===== config.mk =====
export PLATFORM = sky130hd
export DESIGN_NAME = bus_event_trap
export DESIGN_NICKNAME = d
export VERILOG_FILES = /design/src/rtl/bpu_pkg.sv /design/src/rtl/bpu_capture.sv /design/src/rtl/bpu_match.sv /design/src/rtl/bpu_halt.sv /design/src/rtl/bpu_pulse.sv /design/src/rtl/bus_event_trap.sv
export SDC_FILE = /design/constraint.sdc
export NUM_CORES = 1
export LEC_CHECK = 0
export BUFFER_PORTS_ARGS = -buffer_cell sky130_fd_sc_hd__clkbuf_2
export CAP_MARGIN = 0
export CORE_ASPECT_RATIO = 0.6
export CORE_MARGIN = 4
export CORE_UTILIZATION = 41
export DETAILED_ROUTE_END_ITERATION = 12
export GPL_TIMING_DRIVEN = 0
export PLACE_DENSITY = 0.85
export SETUP_SLACK_MARGIN = 0.2
export SLEW_MARGIN = 20
export SYNTH_ARGS = -nofsm -noshare
export SYNTH_HDL_FRONTEND = slang
export SYNTH_SLANG_ARGS = --single-unit

===== constraint.sdc =====
create_clock -name clk -period 1.7 [get_ports clk]
set_clock_uncertainty 0.2 [all_clocks]
set_input_delay 0.17 -clock clk [delete_from_list [all_inputs] [get_ports clk]]
set_output_delay 0.17 -clock clk [all_outputs]
set_load 0.005 [all_outputs]

===== src/rtl/bpu_pkg.sv =====
package bpu_pkg;
  localparam int KIND_N = 4;
  localparam int KIND_W = $clog2(KIND_N);

  typedef enum logic [KIND_W-1:0] {
    K_MEM_RD = 2'd0,
    K_MEM_WR = 2'd1,
    K_IO_RD  = 2'd2,
    K_IO_WR  = 2'd3
  } kind_e;
endpackage


===== src/rtl/bpu_capture.sv =====
module bpu_capture #(
  parameter int AW = 16,
  parameter int DW = 8,
  parameter int KW = 2
) (
  input  logic          clk,
  input  logic          rst_n,
  input  logic          strobe_i,
  input  logic [KW-1:0] kind_i,
  input  logic [AW-1:0] addr_i,
  input  logic [DW-1:0] data_i,
  output logic          rel_o,
  output logic [KW-1:0] kind_o,
  output logic [AW-1:0] addr_o,
  output logic [DW-1:0] data_o
);
  logic strobe_q;

  always_ff @(posedge clk or negedge rst_n) begin
    if (!rst_n) begin
      strobe_q <= 1'b0;
      kind_o   <= '0;
      addr_o   <= '0;
      data_o   <= '0;
    end else begin
      strobe_q <= strobe_i;
      if (strobe_i) begin
        kind_o <= kind_i;
        addr_o <= addr_i;
        data_o <= data_i;
      end
    end
  end

  // release: strobe was high last cycle and is low now
  assign rel_o = strobe_q & ~strobe_i;

  // a release lasts one cycle only
  p_single_release_r4: assert property (@(posedge clk) disable iff (!rst_n)
    rel_o |=> !rel_o);
endmodule


===== src/rtl/bpu_match.sv =====
module bpu_match #(
  parameter int AW = 16,
  parameter int DW = 8,
  parameter int KN = 4,
  parameter int KW = 2
) (
  input  logic          clk,
  input  logic          rst_n,
  input  logic          rel_i,
  input  logic [KW-1:0] kind_i,
  input  logic [AW-1:0] addr_i,
  input  logic [DW-1:0] data_i,
  input  logic [AW-1:0] ref_addr_i,
  input  logic          addr_en_i,
  input  logic [DW-1:0] ref_data_i,
  input  logic [DW-1:0] mask_i,
  input  logic          data_en_i,
  input  logic [KN-1:0] arm_i,
  output logic          addr_ok_o,
  output logic          data_ok_o,
  output logic          kind_ok_o,
  output logic          hit_o
);
  function automatic logic addr_pass(logic en, logic [AW-1:0] a, logic [AW-1:0] r);
    return !en || (a == r);
  endfunction

  function automatic logic data_pass(logic en, logic [DW-1:0] d, logic [DW-1:0] r,
                                     logic [DW-1:0] m);
    return !en || (((d ^ r) & m) == '0);
  endfunction

  logic [KN-1:0] kind_sel;

  for (genvar k = 0; k < KN; k++) begin : g_kind
    assign kind_sel[k] = arm_i[k] && (kind_i == KW'(k));
  end

  assign addr_ok_o = addr_pass(addr_en_i, addr_i, ref_addr_i);
  assign data_ok_o = data_pass(data_en_i, data_i, ref_data_i, mask_i);
  assign kind_ok_o = |kind_sel;
  assign hit_o     = rel_i & addr_ok_o & data_ok_o & kind_ok_o;

  // an enabled address criterion only passes on full equality
  p_addr_exact_r1: assert property (@(posedge clk) disable iff (!rst_n)
    (hit_o && addr_en_i) |-> (addr_i == ref_addr_i));
  // an unarmed kind never hits
  p_kind_armed_r3: assert property (@(posedge clk) disable iff (!rst_n)
    hit_o |-> arm_i[kind_i]);
  // hits only on release
  p_hit_on_release_r4: assert property (@(posedge clk) disable iff (!rst_n)
    hit_o |-> rel_i);
  // only one kind selected
  p_kind_onehot_r3: assert property (@(posedge clk) disable iff (!rst_n)
    $onehot0(kind_sel));
endmodule


===== src/rtl/bpu_halt.sv =====
module bpu_halt (
  input  logic clk,
  input  logic rst_n,
  input  logic set_i,
  input  logic clr_i,
  output logic halt_o
);
  always_ff @(posedge clk or negedge rst_n) begin
    if (!rst_n)     halt_o <= 1'b0;
    else if (set_i) halt_o <= 1'b1;
    else if (clr_i) halt_o <= 1'b0;
  end

  // set reaches the output on the next cycle, even against a clear
  p_set_wins_r5: assert property (@(posedge clk) disable iff (!rst_n)
    set_i |=> halt_o);
  // held until cleared
  p_hold_r5: assert property (@(posedge clk) disable iff (!rst_n)
    (halt_o && !clr_i) |=> halt_o);
  // a lone clear drops it
  p_clear_r5: assert property (@(posedge clk) disable iff (!rst_n)
    (clr_i && !set_i) |=> !halt_o);
endmodule


===== src/rtl/bpu_pulse.sv =====
module bpu_pulse #(
  parameter int LEN = 4
) (
  input  logic clk,
  input  logic rst_n,
  input  logic fire_i,
  output logic pulse_o
);
  localparam int CW = $clog2(LEN + 1);
  localparam logic [CW-1:0] LOAD = CW'(LEN);

  logic [CW-1:0] cnt_q;

  always_ff @(posedge clk or negedge rst_n) begin
    if (!rst_n)              cnt_q <= '0;
    else if (fire_i)         cnt_q <= LOAD;
    else if (cnt_q != '0)    cnt_q <= cnt_q - CW'(1);
  end

  assign pulse_o = (cnt_q != '0);

  // every fire reloads the full length
  p_reload_r7: assert property (@(posedge clk) disable iff (!rst_n)
    fire_i |=> (cnt_q == LOAD));
  // counts down one per cycle without a fire
  p_decay_r6: assert property (@(posedge clk) disable iff (!rst_n)
    (pulse_o && !fire_i) |=> (cnt_q == $past(cnt_q) - CW'(1)));
  // idle stays idle
  p_idle_r6: assert property (@(posedge clk) disable iff (!rst_n)
    (!pulse_o && !fire_i) |=> !pulse_o);
endmodule


===== src/rtl/bus_event_trap.sv =====
module bus_event_trap #(
  parameter int ADDR_W    = 16,
  parameter int DATA_W    = 8,
  parameter int PULSE_LEN = 4
) (
  input  logic                       clk,
  input  logic                       rst_n,
  input  logic                       bus_strobe,
  input  logic [bpu_pkg::KIND_W-1:0] bus_kind,
  input  logic [ADDR_W-1:0]          bus_addr,
  input  logic [DATA_W-1:0]          bus_data,
  input  logic [ADDR_W-1:0]          cmp_addr,
  input  logic                       cmp_addr_en,
  input  logic [DATA_W-1:0]          cmp_data,
  input  logic [DATA_W-1:0]          cmp_data_mask,
  input  logic                       cmp_data_en,
  input  logic [bpu_pkg::KIND_N-1:0] kind_arm,
  input  logic                       pulse_mode,
  input  logic                       manual_brk,
  input  logic                       halt_clr,
  output logic                       halt_req,
  output logic                       trace_freeze,
  output logic                       sync_pulse
);
  localparam int KN = bpu_pkg::KIND_N;
  localparam int KW = bpu_pkg::KIND_W;

  logic              rel;
  logic [KW-1:0]     cap_kind;
  logic [ADDR_W-1:0] cap_addr;
  logic [DATA_W-1:0] cap_data;
  logic              addr_ok, data_ok, kind_ok;
  logic              ev_hit, brk_hit, pls_hit, halt_set;

  bpu_capture #(.AW(ADDR_W), .DW(DATA_W), .KW(KW)) u_cap (
    .clk(clk), .rst_n(rst_n), .strobe_i(bus_strobe), .kind_i(bus_kind),
    .addr_i(bus_addr), .data_i(bus_data), .rel_o(rel),
    .kind_o(cap_kind), .addr_o(cap_addr), .data_o(cap_data)
  );

  bpu_match #(.AW(ADDR_W), .DW(DATA_W), .KN(KN), .KW(KW)) u_match (
    .clk(clk), .rst_n(rst_n), .rel_i(rel), .kind_i(cap_kind),
    .addr_i(cap_addr), .data_i(cap_data), .ref_addr_i(cmp_addr),
    .addr_en_i(cmp_addr_en), .ref_data_i(cmp_data), .mask_i(cmp_data_mask),
    .data_en_i(cmp_data_en), .arm_i(kind_arm), .addr_ok_o(addr_ok),
    .data_ok_o(data_ok), .kind_ok_o(kind_ok), .hit_o(ev_hit)
  );

  assign brk_hit  = ev_hit & ~pulse_mode;
  assign pls_hit  = ev_hit &  pulse_mode;
  assign halt_set = brk_hit | manual_brk;

  bpu_halt u_halt (
    .clk(clk), .rst_n(rst_n), .set_i(halt_set), .clr_i(halt_clr), .halt_o(halt_req)
  );

  bpu_pulse #(.LEN(PULSE_LEN)) u_pulse (
    .clk(clk), .rst_n(rst_n), .fire_i(pls_hit), .pulse_o(sync_pulse)
  );

  assign trace_freeze = halt_req;

  // manual break always halts
  p_manual_r8: assert property (@(posedge clk) disable iff (!rst_n)
    manual_brk |=> halt_req);
  // a pulse-mode hit alone never raises the halt request
  p_pulse_no_halt_r6: assert property (@(posedge clk) disable iff (!rst_n)
    (pls_hit && !manual_brk && !halt_req) |=> !halt_req);
  // a pulse-mode hit always starts the sync pulse
  p_pulse_fire_r6: assert property (@(posedge clk) disable iff (!rst_n)
    pls_hit |=> sync_pulse);
endmodule


==> After elaboration in Yosys (flattened, before gate mapping) <==
Cells that the tools add are included.
{ "totals": {"register_bits": 31, "elab_cells": 40, "out_inout_bits": 3} }
{ "op_classes": {"n_eq_ne": 4, "reduce_logical": 14, "add_sub_neg": 1, "mux": 4, "bitwise": 11} }
{ "op_table": {"columns": ["operator", "count"], "rows": [
  ["$eq 16x16->1", 1],
  ["$and 8x8->8", 1],
  ["$logic_not 8->1", 1],
  ["$xor 8x8->8", 1],
  ["$and 1x1->1", 6],
  ["$mux 3", 2],
  ["$eq 2x2->1 const B", 2],
  ["$logic_and 1x1->1", 4],
  ["$reduce_bool 2->1", 2],
  ["$reduce_or 4->1", 1],
  ["$reduce_bool 3->1", 1],
  ["$sub 3x1->3 const B", 1],
  ["$eq 2x1->1 const B", 1],
  ["$logic_not 1->1", 2],
  ["$logic_not 2->1", 1],
  ["$logic_or 1x1->1", 2],
  ["$mux 1", 2],
  ["$not 1->1", 2],
  ["$or 1x1->1", 1]
]} }

==> Depth between registers and ports, before layout <==
Gate-level depths: netlist of run 1.
{ "depth": {"ltp_word": 9, "ltp_mapped": 5, "mapped_depth_nobuf": 5} }

==> Cells and area by module <==
A second synthesis of run 1 with hierarchy kept.
{ "unflattened": {"cells_unflattened": 119, "area_unflattened_um2": 1689.1} }
{ "modules_own_cells": {"columns": ["mod", "area_each_um2", "cells_per_inst", "instances"], "rows": [
  ["bpu_capture", 1097.3, 57, 1],
  ["bpu_match", 351.6, 39, 1],
  ["bpu_pulse", 177.7, 16, 1],
  ["bpu_halt", 36.3, 3, 1],
  ["bus_event_trap", 26.3, 4, 1]
]} }

==> Least setup slack after synthesis of run 1 <==
No wires, ideal clock.
{ "synth_timing": {"kind": "register -> register", "from": "reg u_cap.data_o[1]", "to": "reg u_pulse.cnt_q[0]", "stages_incl_launch_ff": 6, "arrival_time_ns": 1.391, "setup_slack_ns": -0.010, "period_less_slack_ns": 1.710, "required_time_ns": 1.381, "n_path_buf": 0, "cell_sequence": "dfrtp_1 > xor2_1 > a22o_1 > o41ai_2 > nand4_1 > and2_1"} }
{ "synth_between": {"elab_chain_len": 8} }
{ "synth_rtl": {"columns": ["element", "line", "text"], "rows": [
  ["start: declaration", "bpu_capture.sv:15", "output logic [DW-1:0] data_o"],
  ["start signal: assignment", "bpu_capture.sv:30", "data_o <= data_i;"],
  ["$xor 8x8->8 (*)", "bpu_match.sv:30", "return !en || (((d ^ r) & m) == '0);"],
  ["$and 8x8->8 (*)", "bpu_match.sv:30", null],
  ["$logic_not 8->1 (*)", "bpu_match.sv:30", null],
  ["$logic_or 1x1->1 (*)", "bpu_match.sv:30", null],
  ["$and 1x1->1 (*) (2 in series)", "bpu_match.sv:42", "assign hit_o = rel_i & addr_ok_o & data_ok_o & kind_ok_o;"],
  ["$and 1x1->1 (*)", "bus_event_trap.sv:50", "assign pls_hit = ev_hit & pulse_mode;"],
  ["$mux 3 / $reduce_bool 2->1 (equally long branches)", null, null],
  ["end signal: assignment", "bpu_pulse.sv:17", "else if (cnt_q != '0) cnt_q <= cnt_q - CW'(1);"],
  ["end: declaration", "bpu_pulse.sv:12", "logic [CW-1:0] cnt_q;"]
]} }
Mark *: on every way between the ends. The rest lies on a longest branch, timed or not.
A chain may end at the register's enable or synchronous reset.

==> Final worst setup path of run 1 <==
{ "layout_timing": {"from": "reg u_cap.data_o[4]", "to": "reg u_pulse.cnt_q[0]"} }
Same word-level chain as after synthesis.

==> results of run 1 <==
## placed cells by master, fill, tap and decap left out, types with 2 or more instances in the layout
master and n:
sky130_fd_sc_hd__clkbuf_2 72, sky130_fd_sc_hd__dlygate4sd3_1 31, sky130_fd_sc_hd__dfrtp_1 31, sky130_fd_sc_hd__mux2_2 26
sky130_fd_sc_hd__xnor2_1 17, sky130_fd_sc_hd__xor2_1 8, sky130_fd_sc_hd__buf_4 7, sky130_fd_sc_hd__clkbuf_8 7
sky130_fd_sc_hd__nand4_1 5, sky130_fd_sc_hd__a22o_1 4, sky130_fd_sc_hd__inv_2 2, sky130_fd_sc_hd__o41ai_2 2
sky130_fd_sc_hd__clkbuf_1 2, sky130_fd_sc_hd__buf_2 2
## flip-flops by register name, summed over array words and instances (netlist names)
name            cells
u_cap.addr_o       16
u_cap.data_o        8
u_pulse.cnt_q       3
u_cap.kind_o        2
u_cap.strobe_q      1
u_halt.halt_o       1
## worst max-delay path, stage by stage (launching register included)
cell and delay (ns):
sky130_fd_sc_hd__dfrtp_1 0.38, sky130_fd_sc_hd__xor2_1 0.14, sky130_fd_sc_hd__a22o_1 0.24, sky130_fd_sc_hd__o41ai_2 0.41, sky130_fd_sc_hd__nand4_1 0.21, sky130_fd_sc_hd__and2_1 0.19
## stage by stage
stage / setup slack [ns] / power, W / util
floorplan: -0.00321 / 0.00123 / -
global placement: -0.249 / 0.00138 / 0.571
detailed placement: -0.283 / 0.00140 / 0.571
CTS: -0.124 / 0.00212 / 0.700
global route: -0.283 / 0.00235 / 0.714
finish: -0.173 / 0.00222 / 0.714
## what timing repair did
action | CTS | global route
buffers inserted | 3 | 3
endpoints found under the setup margin | 5 | 5
resized for setup | 2 | 5
pin swaps | 5 | 2
hold buffers | 31 | 0
endpoints found under the hold margin | 59 | 0
## power breakdown
part / switching (W) / total, W / internal [W]
sequential: 0.0000686 / 0.000912 / 0.000844
combinational: 0.000261 / 0.000682 / 0.000421
clock: 0.000257 / 0.000625 / 0.000369
total: 0.000587 / 0.00222 / 0.00163
## cells in the mapped netlist (2+ instances only)
cell type / count
sky130_fd_sc_hd__xor2_1: 8
sky130_fd_sc_hd__xnor2_1: 17
sky130_fd_sc_hd__nand2_1: 2
sky130_fd_sc_hd__dfrtp_1: 31
sky130_fd_sc_hd__mux2_2: 26
sky130_fd_sc_hd__buf_2: 2
sky130_fd_sc_hd__inv_1: 3
sky130_fd_sc_hd__a22o_1: 4
sky130_fd_sc_hd__nand4_1: 5
sky130_fd_sc_hd__ha_1: 2
## metal layers
metal | part of all wire | routed length (um)
met1 | 0.43 | 1670
met2 | 0.48 | 1880
met3 | 0.081 | 315
met4 | 0.011 | 43
met5 | 0 | 0
## layout make-up
class / count / share of cell area
sequential: 31 / 0.319
multi-input combinational: 76 / 0.308
timing repair buffer: 109 / 0.295
clock buffer: 8 / 0.0412
tap: 45 / 0.0232
buffer: 4 / 0.00876
inverter: 3 / 0.00464
## cell families (layout without fill, tap and decap cells)
| family | Yosys count | count (layout) | synth area share |
|---|---|---|---|
| xor+xnor | 25 | 25 | 0.143 |
| simple gates | 12 | 12 | 0.0451 |
| flops | 31 | 31 | 0.508 |
| compound gates | 9 | 9 | 0.0525 |
| buf+inv | 7 | 124 | 0.0213 |
| mux | 28 | 28 | 0.213 |
| fa+ha+maj | 2 | 2 | 0.0164 |
## worst max path at each step
stage | from | endpoint | cells past startpoint
after floorplan | u_cap.data_o[4]$_DFFE_PN0P_ | u_pulse.cnt_q[0]$_DFFE_PN0P_ | 5
after global placement | u_cap.addr_o[1]$_DFFE_PN0P_ | u_pulse.cnt_q[0]$_DFFE_PN0P_ | 5
after detailed placement | u_cap.addr_o[1]$_DFFE_PN0P_ | u_pulse.cnt_q[0]$_DFFE_PN0P_ | 5
after CTS | u_cap.data_o[4]$_DFFE_PN0P_ | u_pulse.cnt_q[0]$_DFFE_PN0P_ | 5
after global routing | u_cap.data_o[4]$_DFFE_PN0P_ | u_pulse.cnt_q[0]$_DFFE_PN0P_ | 5
final | u_cap.data_o[4]$_DFFE_PN0P_ | u_pulse.cnt_q[0]$_DFFE_PN0P_ | 5
==> impl_metrics.env, run 1 <==
export IMPL_run_status="finished, violations left"
export IMPL_violations="setup timing"
export IMPL_multi_input_area_sq_um=748
export IMPL_fin_nets=302
export IMPL_worst_slew_margin_rel=0.485
export IMPL_port_buffer_count=72
export IMPL_dp_cells=231
export IMPL_critical_path_peak_fanout=3
export IMPL_hold_viol_final=0
export IMPL_groute_usage_overall=0.164
export IMPL_power_leakage_nw=1.16
export IMPL_seqCellArea_sq_um=776
export IMPL_min_path_cells=4
export IMPL_synth_top_area_frac=0.508
export IMPL_clkSlewWorstSetupHoldPaths_ns=0.06
export IMPL_numCtsBuffers=5
export IMPL_boundaryPins=73
export IMPL_critical_path_class="reg -> reg"
export IMPL_fin_hold_ws_ns=0.0243
export IMPL_yosys_register_bits=31
export IMPL_clock_net_sink_count=31
export IMPL_tightestPinTransition_ns=0.773
export IMPL_worst_setup_path_start_kind="flop"
export IMPL_yosys_warnings=0
export IMPL_global_route_wire_length_before_repair_um=6020
export IMPL_globalplace_congestion=0.796
export IMPL_tns_ns=-0.569
export IMPL_synthesis_nets=186
export IMPL_syn_cell_area_sq_mm=0.00153
export IMPL_synthesis_instances=114
export IMPL_netlist_top_cells_area="sky130_fd_sc_hd__dfrtp_1 51%, sky130_fd_sc_hd__mux2_2 19%, sky130_fd_sc_hd__xnor2_1 9.8%"
export IMPL_post_route_worst_setup_slack_ns=-0.173
export IMPL_instance_area_after_placement_sq_mm=0.00194
export IMPL_grt_pass1_vias=1334
export IMPL_finalCriticalPeriod_ns=1.87
export IMPL_fin_area_sq_mm=0.00243
export IMPL_gr_usage_met3=0.0565
export IMPL_worst_hold_launch="cmp_addr_en"
export IMPL_initial_antenna_violation_count=0
export IMPL_synth_enable_flop_cells=0
export IMPL_r2r_start="u_cap.data_o[4]$_DFFE_PN0P_"
export IMPL_die_width_um=86.8
export IMPL_placeableCoreArea_sq_mm=0.00340
export IMPL_synthArstFlopShare=1.00
export IMPL_vias=1293
export IMPL_setup_viol=4
export IMPL_synthFlopType="sky130_fd_sc_hd__dfrtp_1"
export IMPL_first_iter_violations=25
export IMPL_synthDistinctLibCells=24
export IMPL_holdCritPathClass="in -> reg"
export IMPL_syn2layout_area_growth_pct=59.1
export IMPL_crit_required_ns=1.66
export IMPL_number_of_antenna_diodes=0
export IMPL_fraction_of_met2_tracks_used_by_global_routing=0.277
export IMPL_synth_yosys_seq_area_share=0.508
export IMPL_end_kind="flop"
export IMPL_placement_rows=16
export IMPL_initial_standard_cell_utilization_of_the_core=0.449
export IMPL_whs_endpoint="u_halt.halt_o$_DFFE_PN0P_"
export IMPL_clock_tree_from_tritoncts="yes"
export IMPL_grt_max_degree=32
export IMPL_fmax_ghz=0.534
export IMPL_drtPass1Iterations=4
export IMPL_grt_setup_unrepaired="true"
export IMPL_final_max_slew_violation_count=0
export IMPL_place_detailed_hpwl_um=2660
export IMPL_grt_overflow=0
export IMPL_final_fill_count=251
export IMPL_die_area_sq_mm=0.00480
export IMPL_drtAntennaViolNets=0
export IMPL_period_utilization_post_route=1.10
export IMPL_route_detailed_drc=0
export IMPL_floorplan_die_height_um=55.3
export IMPL_clock_latency_ns=0.28
export IMPL_ctsRootBufferMaster="sky130_fd_sc_hd__clkbuf_8"
export IMPL_drt_vias_per_instance=4.68
export IMPL_synth_area_per_cell_sq_um=13.4
export IMPL_postRouteWirelength_um=3910
export IMPL_grt_util_met1=0.200
export IMPL_rr_endpoint="u_pulse.cnt_q[0]$_DFFE_PN0P_"
export IMPL_worstRegToRegCells=5
export IMPL_max_vdd_ir_drop_v=0.000569
export IMPL_htree_num_levels=2
export IMPL_post_route_cells_drive_above_1_share=0.528
export IMPL_critPathArrivalTime_ns=1.84
export IMPL_r2r_slack_ns=-0.17
export IMPL_instances_no_fill=276
export IMPL_cts_root_to_sink_buffers=2
export IMPL_grt_busiest_layer="met2"
export IMPL_pwr_density_cell_mw_per_mm2=914
export IMPL_maxCapViolations=0
export IMPL_route_detailed_wl_per_inst_um=14.2
export IMPL_post_synth_top_area_cell="sky130_fd_sc_hd__dfrtp_1"
(Power assumes the default switching activity.)
==> run 2: changes to the inputs <==
--- a/config.mk
+++ b/config.mk
@@ -6,7 +6,7 @@
 export NUM_CORES = 1
 export LEC_CHECK = 0
 export BUFFER_PORTS_ARGS = -buffer_cell sky130_fd_sc_hd__clkbuf_2
-export CAP_MARGIN = 0
+export CAP_MARGIN = 20
 export CORE_ASPECT_RATIO = 0.6
 export CORE_MARGIN = 4
 export CORE_UTILIZATION = 41
==> constraint.sdc (replaced) <==
create_clock -name clk -period 1.5 [get_ports clk]
set_clock_uncertainty 0.2 [all_clocks]
set_input_delay 0.15 -clock clk [delete_from_list [all_inputs] [get_ports clk]]
set_output_delay 0.15 -clock clk [all_outputs]
set_load 0.005 [all_outputs]
==> impl_metrics.env, run 2 (same netlist as run 1, synthesis figures left out) <==
export IMPL_instance_area_after_placement_sq_mm=0.00195
export IMPL_final_fill_count=267
export IMPL_final_core_utilization=0.729
export IMPL_power_leakage_nw=1.20
export IMPL_min_path_cells=4
export IMPL_place_detailed_hpwl_um=2740
export IMPL_pwr_density_cell_mw_per_mm2=1000
export IMPL_power_net_switching_w=0.000705
export IMPL_grt_overflow=0
export IMPL_placeableCoreArea_sq_mm=0.00340
export IMPL_ctsRootBufferMaster="sky130_fd_sc_hd__clkbuf_8"
export IMPL_whs_endpoint="u_pulse.cnt_q[2]$_DFFE_PN0P_"
export IMPL_cp_slowest_cell="sky130_fd_sc_hd__dfrtp_1"
export IMPL_die_width_um=86.8
export IMPL_initial_standard_cell_utilization_of_the_core=0.449
export IMPL_drt_vias_per_instance=4.75
export IMPL_period_utilization_post_route=1.24
export IMPL_reg_top3="u_cap.addr_o: 16 flops, u_cap.data_o: 8 flops, u_pulse.cnt_q: 3 flops"
export IMPL_die_area_sq_mm=0.00480
export IMPL_port_buffer_count=72
export IMPL_max_vdd_ir_drop_v=0.000606
export IMPL_fmax_ghz=0.538
export IMPL_grt_pass1_vias=1509
export IMPL_rr_endpoint="u_pulse.cnt_q[0]$_DFFE_PN0P_"
export IMPL_crit_chain="xnor2_2 > nand4_1 > o41ai_4 > nand4_1 > and2_1"
export IMPL_clock_latency_ns=0.28
export IMPL_groute_usage_overall=0.188
export IMPL_power_share_switching=0.283
export IMPL_number_of_antenna_diodes=0
export IMPL_syn2layout_area_growth_pct=62.5
export IMPL_drtPass1Iterations=4
export IMPL_mostFrequentLayoutCells="70 x sky130_fd_sc_hd__clkbuf_2, 32 x sky130_fd_sc_hd__dlygate4sd3_1, 31 x sky130_fd_sc_hd__dfrtp_1, 26 x sky130_fd_sc_hd__mux2_2, 15 x sky130_fd_sc_hd__xnor2_1"
export IMPL_final_common_cell="sky130_fd_sc_hd__clkbuf_2"
export IMPL_r2r_slack_ns=-0.36
export IMPL_postRouteWirelength_um=4230
export IMPL_fin_nets=304
export IMPL_timing_critical_path_max_delay_family="simple AND/OR/NAND/NOR gates"
export IMPL_clock_net_sink_count=31
export IMPL_cts_root_to_sink_buffers=2
export IMPL_power_share_combinational=0.333
export IMPL_vias=1321
export IMPL_placement_rows=16
export IMPL_numCtsBuffers=5
export IMPL_post_route_worst_setup_slack_ns=-0.359
export IMPL_power_share_sequential=0.416
export IMPL_crit_required_ns=1.47
export IMPL_drtAntennaViolNets=0
export IMPL_worst_path_buf_inv=0
export IMPL_post_route_cells_drive_above_1_share=0.545
export IMPL_register_containing_the_most_flip_flops_in_the_final_layout="u_cap.addr_o"
export IMPL_largest_reg_flops=16
export IMPL_floorplan_die_height_um=55.3
export IMPL_first_iter_violations=9
export IMPL_route_detailed_drc=0
export IMPL_boundaryPins=73
export IMPL_critical_path_class="reg -> reg"
export IMPL_fin_area_sq_mm=0.00248
export IMPL_r2r_start="u_cap.addr_o[15]$_DFFE_PN0P_"
export IMPL_multi_input_area_sq_um=777
export IMPL_seqCellArea_sq_um=776
export IMPL_final_max_slew_violation_count=0
export IMPL_critPathArrivalTime_ns=1.83
export IMPL_global_route_wire_length_before_repair_um=6760
export IMPL_worst_setup_path_start_kind="flop"
export IMPL_end_kind="flop"
export IMPL_grt_max_degree=32
export IMPL_clkSlewWorstSetupHoldPaths_ns=0.07
export IMPL_grt_setup_unrepaired="true"
export IMPL_clock_tree_from_tritoncts="yes"
export IMPL_hold_viol_final=0
export IMPL_finalCriticalPeriod_ns=1.86
export IMPL_tightestPinTransition_ns=0.693
export IMPL_htree_num_levels=2
export IMPL_worst_slew_margin_rel=0.538
export IMPL_route_detailed_wl_per_inst_um=15.2
export IMPL_holdCritPathClass="in -> reg"
export IMPL_clock_power_share=0.251
export IMPL_max_stage_delay_ns=0.41
export IMPL_setup_viol=4
export IMPL_run_status="finished, violations left"
export IMPL_globalplace_congestion=0.763
export IMPL_power_total_w=0.00249
export IMPL_worst_hold_launch="cmp_data_en"
export IMPL_timing_critical_path_mode_cell="sky130_fd_sc_hd__nand4_1"
export IMPL_initial_antenna_violation_count=0
export IMPL_power_report_internal_total_w=0.00179
export IMPL_critical_path_peak_fanout=3
export IMPL_maxCapViolations=0
export IMPL_worstRegToRegCells=5
export IMPL_violations="setup timing"
run 2: cell type report:
cell class                      count  area share
Tap cell                           45      0.0227
Inverter                            3     0.00454
Sequential cell                    31       0.313
Multi-Input combinational cell     76       0.313
Timing Repair Buffer              111       0.301
Buffer                              4      0.0126
Clock buffer                        5      0.0277
Clock inverter                      3     0.00605
run 2: repair_timing:
| action | 4_1_cts | 5_1_grt |
|---|---|---|
| hold buffers | 32 | 0 |
| hold endpoints to repair | 60 | 0 |
| endpoints found under the setup margin | 5 | 57 |
| buffers inserted | 5 | 2 |
| gates resized for setup | 5 | 12 |
| pin swaps | 7 | 4 |
run 2: power groups by stage:
stage / logic [W] / clock network, W / registers (W)
6_report: 0.000830 / 0.000626 / 0.00104
5_1_grt: 0.000912 / 0.000682 / 0.00105
4_1_cts: 0.000716 / 0.000641 / 0.00103
3_5_place_dp: 0.000551 / 0 / 0.00104
3_3_place_gp: 0.000526 / 0 / 0.00104
2_1_floorplan: 0.000369 / 0 / 0.00102
run 2: per-layer routing:
layer | share of wire | track usage | up-vias
met4 | 0.0080 | 0.0556 | 0
met3 | 0.072 | 0.0639 | 4
li1 | - | - | 638
met2 | 0.51 | 0.330 | 55
met5 | 0 | 0 | -
met1 | 0.41 | 0.216 | 624
run 2: worst max-delay path by stage:
stage | endpoint | cells past startpoint | from
2_1_floorplan | u_pulse.cnt_q[0]$_DFFE_PN0P_ | 5 | u_cap.data_o[4]$_DFFE_PN0P_
3_3_place_gp | u_pulse.cnt_q[0]$_DFFE_PN0P_ | 5 | u_cap.addr_o[1]$_DFFE_PN0P_
3_5_place_dp | u_pulse.cnt_q[0]$_DFFE_PN0P_ | 5 | u_cap.addr_o[1]$_DFFE_PN0P_
4_1_cts | u_pulse.cnt_q[0]$_DFFE_PN0P_ | 5 | u_cap.data_o[1]$_DFFE_PN0P_
5_1_grt | u_pulse.cnt_q[0]$_DFFE_PN0P_ | 5 | u_cap.data_o[1]$_DFFE_PN0P_
6_report | u_pulse.cnt_q[0]$_DFFE_PN0P_ | 5 | u_cap.addr_o[15]$_DFFE_PN0P_
run 2: worst reg2reg max path, cell delays in order, from the launching register on:
cell	delay [ns]
sky130_fd_sc_hd__dfrtp_1	0.41
sky130_fd_sc_hd__xnor2_2	0.15
sky130_fd_sc_hd__nand4_1	0.21
sky130_fd_sc_hd__o41ai_4	0.40
sky130_fd_sc_hd__nand4_1	0.20
sky130_fd_sc_hd__and2_1	0.18
run 2: through the flow:
stage                     hold WS [ns]  setup WS [ns]  setup TNS (ns)  cells
after floorplan                 -0.346         -0.203          -0.474    114
after global placement          0.0558         -0.433           -2.18    231
after detailed placement        0.0618         -0.435           -2.43    231
after CTS                       0.0448         -0.331           -1.09    276
after global routing            0.0807         -0.459           -1.61    278
final                           0.0495         -0.359           -1.22    278
==> run 3: changes to the inputs <==
--- a/config.mk
+++ b/config.mk
@@ -10,6 +10,8 @@
 export CORE_ASPECT_RATIO = 0.6
 export CORE_MARGIN = 4
 export CORE_UTILIZATION = 41
+export CTS_CLUSTER_DIAMETER = 50
+export CTS_CLUSTER_SIZE = 25
 export DETAILED_ROUTE_END_ITERATION = 12
 export GPL_TIMING_DRIVEN = 0
 export PLACE_DENSITY = 0.85
==> constraint.sdc (replaced) <==
create_clock -name clk -period 1.5 [get_ports clk]
set_clock_uncertainty 0.2 [all_clocks]
set_input_delay 0.15 -clock clk [delete_from_list [all_inputs] [get_ports clk]]
set_output_delay 0.15 -clock clk [all_outputs]
set_load 0.02 [all_outputs]
==> impl_metrics.env, run 3 (same netlist as run 1, synthesis figures left out) <==
export IMPL_clock_tree_from_tritoncts="yes"
export IMPL_finalCriticalPeriod_ns=1.88
export IMPL_numCtsBuffers=5
export IMPL_end_kind="flop"
export IMPL_cts_root_to_sink_buffers=2
export IMPL_initial_standard_cell_utilization_of_the_core=0.449
export IMPL_period_utilization_post_route=1.25
export IMPL_postRouteWirelength_um=4370
export IMPL_groute_usage_overall=0.193
export IMPL_seqCellArea_sq_um=776
export IMPL_fin_nets=305
export IMPL_place_detailed_hpwl_um=2740
export IMPL_tns_ns=-1.29
export IMPL_number_of_antenna_diodes=0
export IMPL_post_route_worst_setup_slack_ns=-0.375
export IMPL_max_vdd_ir_drop_v=0.000599
export IMPL_hold_viol_final=0
export IMPL_final_common_cell="sky130_fd_sc_hd__clkbuf_2"
export IMPL_crit_required_ns=1.47
export IMPL_reg_top3="u_cap.addr_o: 16 flops, u_cap.data_o: 8 flops, u_pulse.cnt_q: 3 flops"
export IMPL_mostFrequentLayoutCells="70 x sky130_fd_sc_hd__clkbuf_2, 32 x sky130_fd_sc_hd__dlygate4sd3_1, 31 x sky130_fd_sc_hd__dfrtp_1, 26 x sky130_fd_sc_hd__mux2_2, 15 x sky130_fd_sc_hd__xnor2_1"
export IMPL_fmax_ghz=0.533
export IMPL_drt_vias_per_instance=4.74
export IMPL_clkSlewWorstSetupHoldPaths_ns=0.07
export IMPL_placement_rows=16
export IMPL_ctsRootBufferMaster="sky130_fd_sc_hd__clkbuf_8"
export IMPL_syn2layout_area_growth_pct=64.3
export IMPL_rr_endpoint="u_pulse.cnt_q[0]$_DFFE_PN0P_"
export IMPL_run_status="finished, violations left"
export IMPL_post_route_cells_drive_above_1_share=0.547
export IMPL_boundaryPins=73
export IMPL_worstRegToRegCells=5
export IMPL_route_detailed_drc=0
export IMPL_holdCritPathClass="in -> reg"
export IMPL_setup_viol=4
export IMPL_pre_cts_slack_ns=-0.435
export IMPL_vias=1322
export IMPL_pwr_density_cell_mw_per_mm2=1010
export IMPL_capture_point_of_the_worst_path="u_pulse.cnt_q[0]$_DFFE_PN0P_"
export IMPL_r2r_slack_ns=-0.38
export IMPL_final_max_slew_violation_count=0
export IMPL_r2r_start="u_cap.addr_o[15]$_DFFE_PN0P_"
export IMPL_final_fill_count=259
export IMPL_grt_pass1_vias=1538
export IMPL_worst_slew_margin_rel=0.535
export IMPL_die_width_um=86.8
export IMPL_first_iter_violations=15
export IMPL_largest_reg_flops=16
export IMPL_critical_path_peak_fanout=3
export IMPL_initial_antenna_violation_count=0
export IMPL_multi_input_area_sq_um=788
export IMPL_violations="setup timing"
export IMPL_port_buffer_count=72
export IMPL_htree_num_levels=2
export IMPL_worst_setup_path_start_kind="flop"
export IMPL_drtPass1Iterations=4
export IMPL_global_route_wire_length_before_repair_um=6930
export IMPL_tightestPinTransition_ns=0.698
export IMPL_power_total_w=0.00254
export IMPL_grt_max_degree=32
export IMPL_critPathArrivalTime_ns=1.85
export IMPL_critical_path_class="reg -> reg"
export IMPL_beginning_of_the_critical_path="u_cap.addr_o[15]$_DFFE_PN0P_"
export IMPL_register_containing_the_most_flip_flops_in_the_final_layout="u_cap.addr_o"
export IMPL_clock_latency_ns=0.28
export IMPL_maxCapViolations=0
export IMPL_grt_setup_unrepaired="true"
export IMPL_drtAntennaViolNets=0
export IMPL_power_leakage_nw=1.21
export IMPL_floorplan_die_height_um=55.3
export IMPL_die_area_sq_mm=0.00480
export IMPL_globalplace_congestion=0.763
export IMPL_clock_net_sink_count=31
export IMPL_route_detailed_wl_per_inst_um=15.7
export IMPL_grt_overflow=0
export IMPL_placeableCoreArea_sq_mm=0.00340
-- run 3: cell types whose count changed in the layout (fill, tap and decap cells not counted) --
cell and change:
sky130_fd_sc_hd__buf_8 +2, sky130_fd_sc_hd__buf_6 -2, sky130_fd_sc_hd__buf_4 +1, sky130_fd_sc_hd__o41ai_4 +1, sky130_fd_sc_hd__o41ai_2 -1
-- run 3: metrics by stage --
step                      utilization  instances  instance area (sq um)  hold WS [ns]
after floorplan                     -        114                   1530        -0.346
after global placement          0.572        231                   1950        0.0558
after detailed placement        0.572        231                   1950        0.0618
after CTS                       0.718        277                   2440        0.0448
after global routing            0.737        279                   2510         0.133
final                           0.737        279                   2510         0.104
-- run 3: how the worst min path moves through the flow --
stage | startpoint | endpoint | slack [ns] | cells after the start
finish | cmp_data_en | u_pulse.cnt_q[2]$_DFFE_PN0P_ | 0.10 | 4
floorplan | rst_n | u_cap.addr_o[0]$_DFFE_PN0P_ | -0.35 | 0
global placement | rst_n | u_cap.addr_o[4]$_DFFE_PN0P_ | 0.06 | 1
detailed placement | rst_n | u_cap.addr_o[4]$_DFFE_PN0P_ | 0.06 | 1
global route | cmp_data_en | u_pulse.cnt_q[2]$_DFFE_PN0P_ | 0.13 | 4
CTS | cmp_data_en | u_pulse.cnt_q[2]$_DFFE_PN0P_ | 0.04 | 4
-- run 3: metal layers --
layer / GRT usage / wire (um) / up-vias
met5: 0 / 0 / -
met4: 0.0533 / 47 / 0
met3: 0.0684 / 345 / 6
met2: 0.343 / 2230 / 55
met1: 0.217 / 1750 / 621
li1: - / - / 640
-- run 3: critical path: stages (launching register included) --
cell,delay (ns)
sky130_fd_sc_hd__dfrtp_1,0.41
sky130_fd_sc_hd__xnor2_2,0.15
sky130_fd_sc_hd__nand4_1,0.21
sky130_fd_sc_hd__o41ai_4,0.41
sky130_fd_sc_hd__nand4_1,0.20
sky130_fd_sc_hd__and2_1,0.18
-- run 3: final cells by class --
type	count	area share
well taps	45	0.0225
repair buffers	112	0.303
inverters	3	0.00449
plain buffers	4	0.0125
clock buffers	5	0.0274
flip-flops and latches	31	0.309
multi-input cells	76	0.314
clock inverters	3	0.00599
-- run 3: where the power goes --
part	internal [W]	switching, W	leakage (nW)
Clock	0.000317	0.000311	0.0477
Sequential	0.000956	0.0000801	0.362
Combinational	0.000541	0.000339	0.803
Total	0.00181	0.000730	1.21
-- run 3: timing repair --
action,4_1_cts,5_1_grt
hold endpoints to repair,60,0
resized for setup,10,11
pin swaps,7,7
setup endpoints to repair,6,57
setup buffers,6,2
hold buffers,32,0
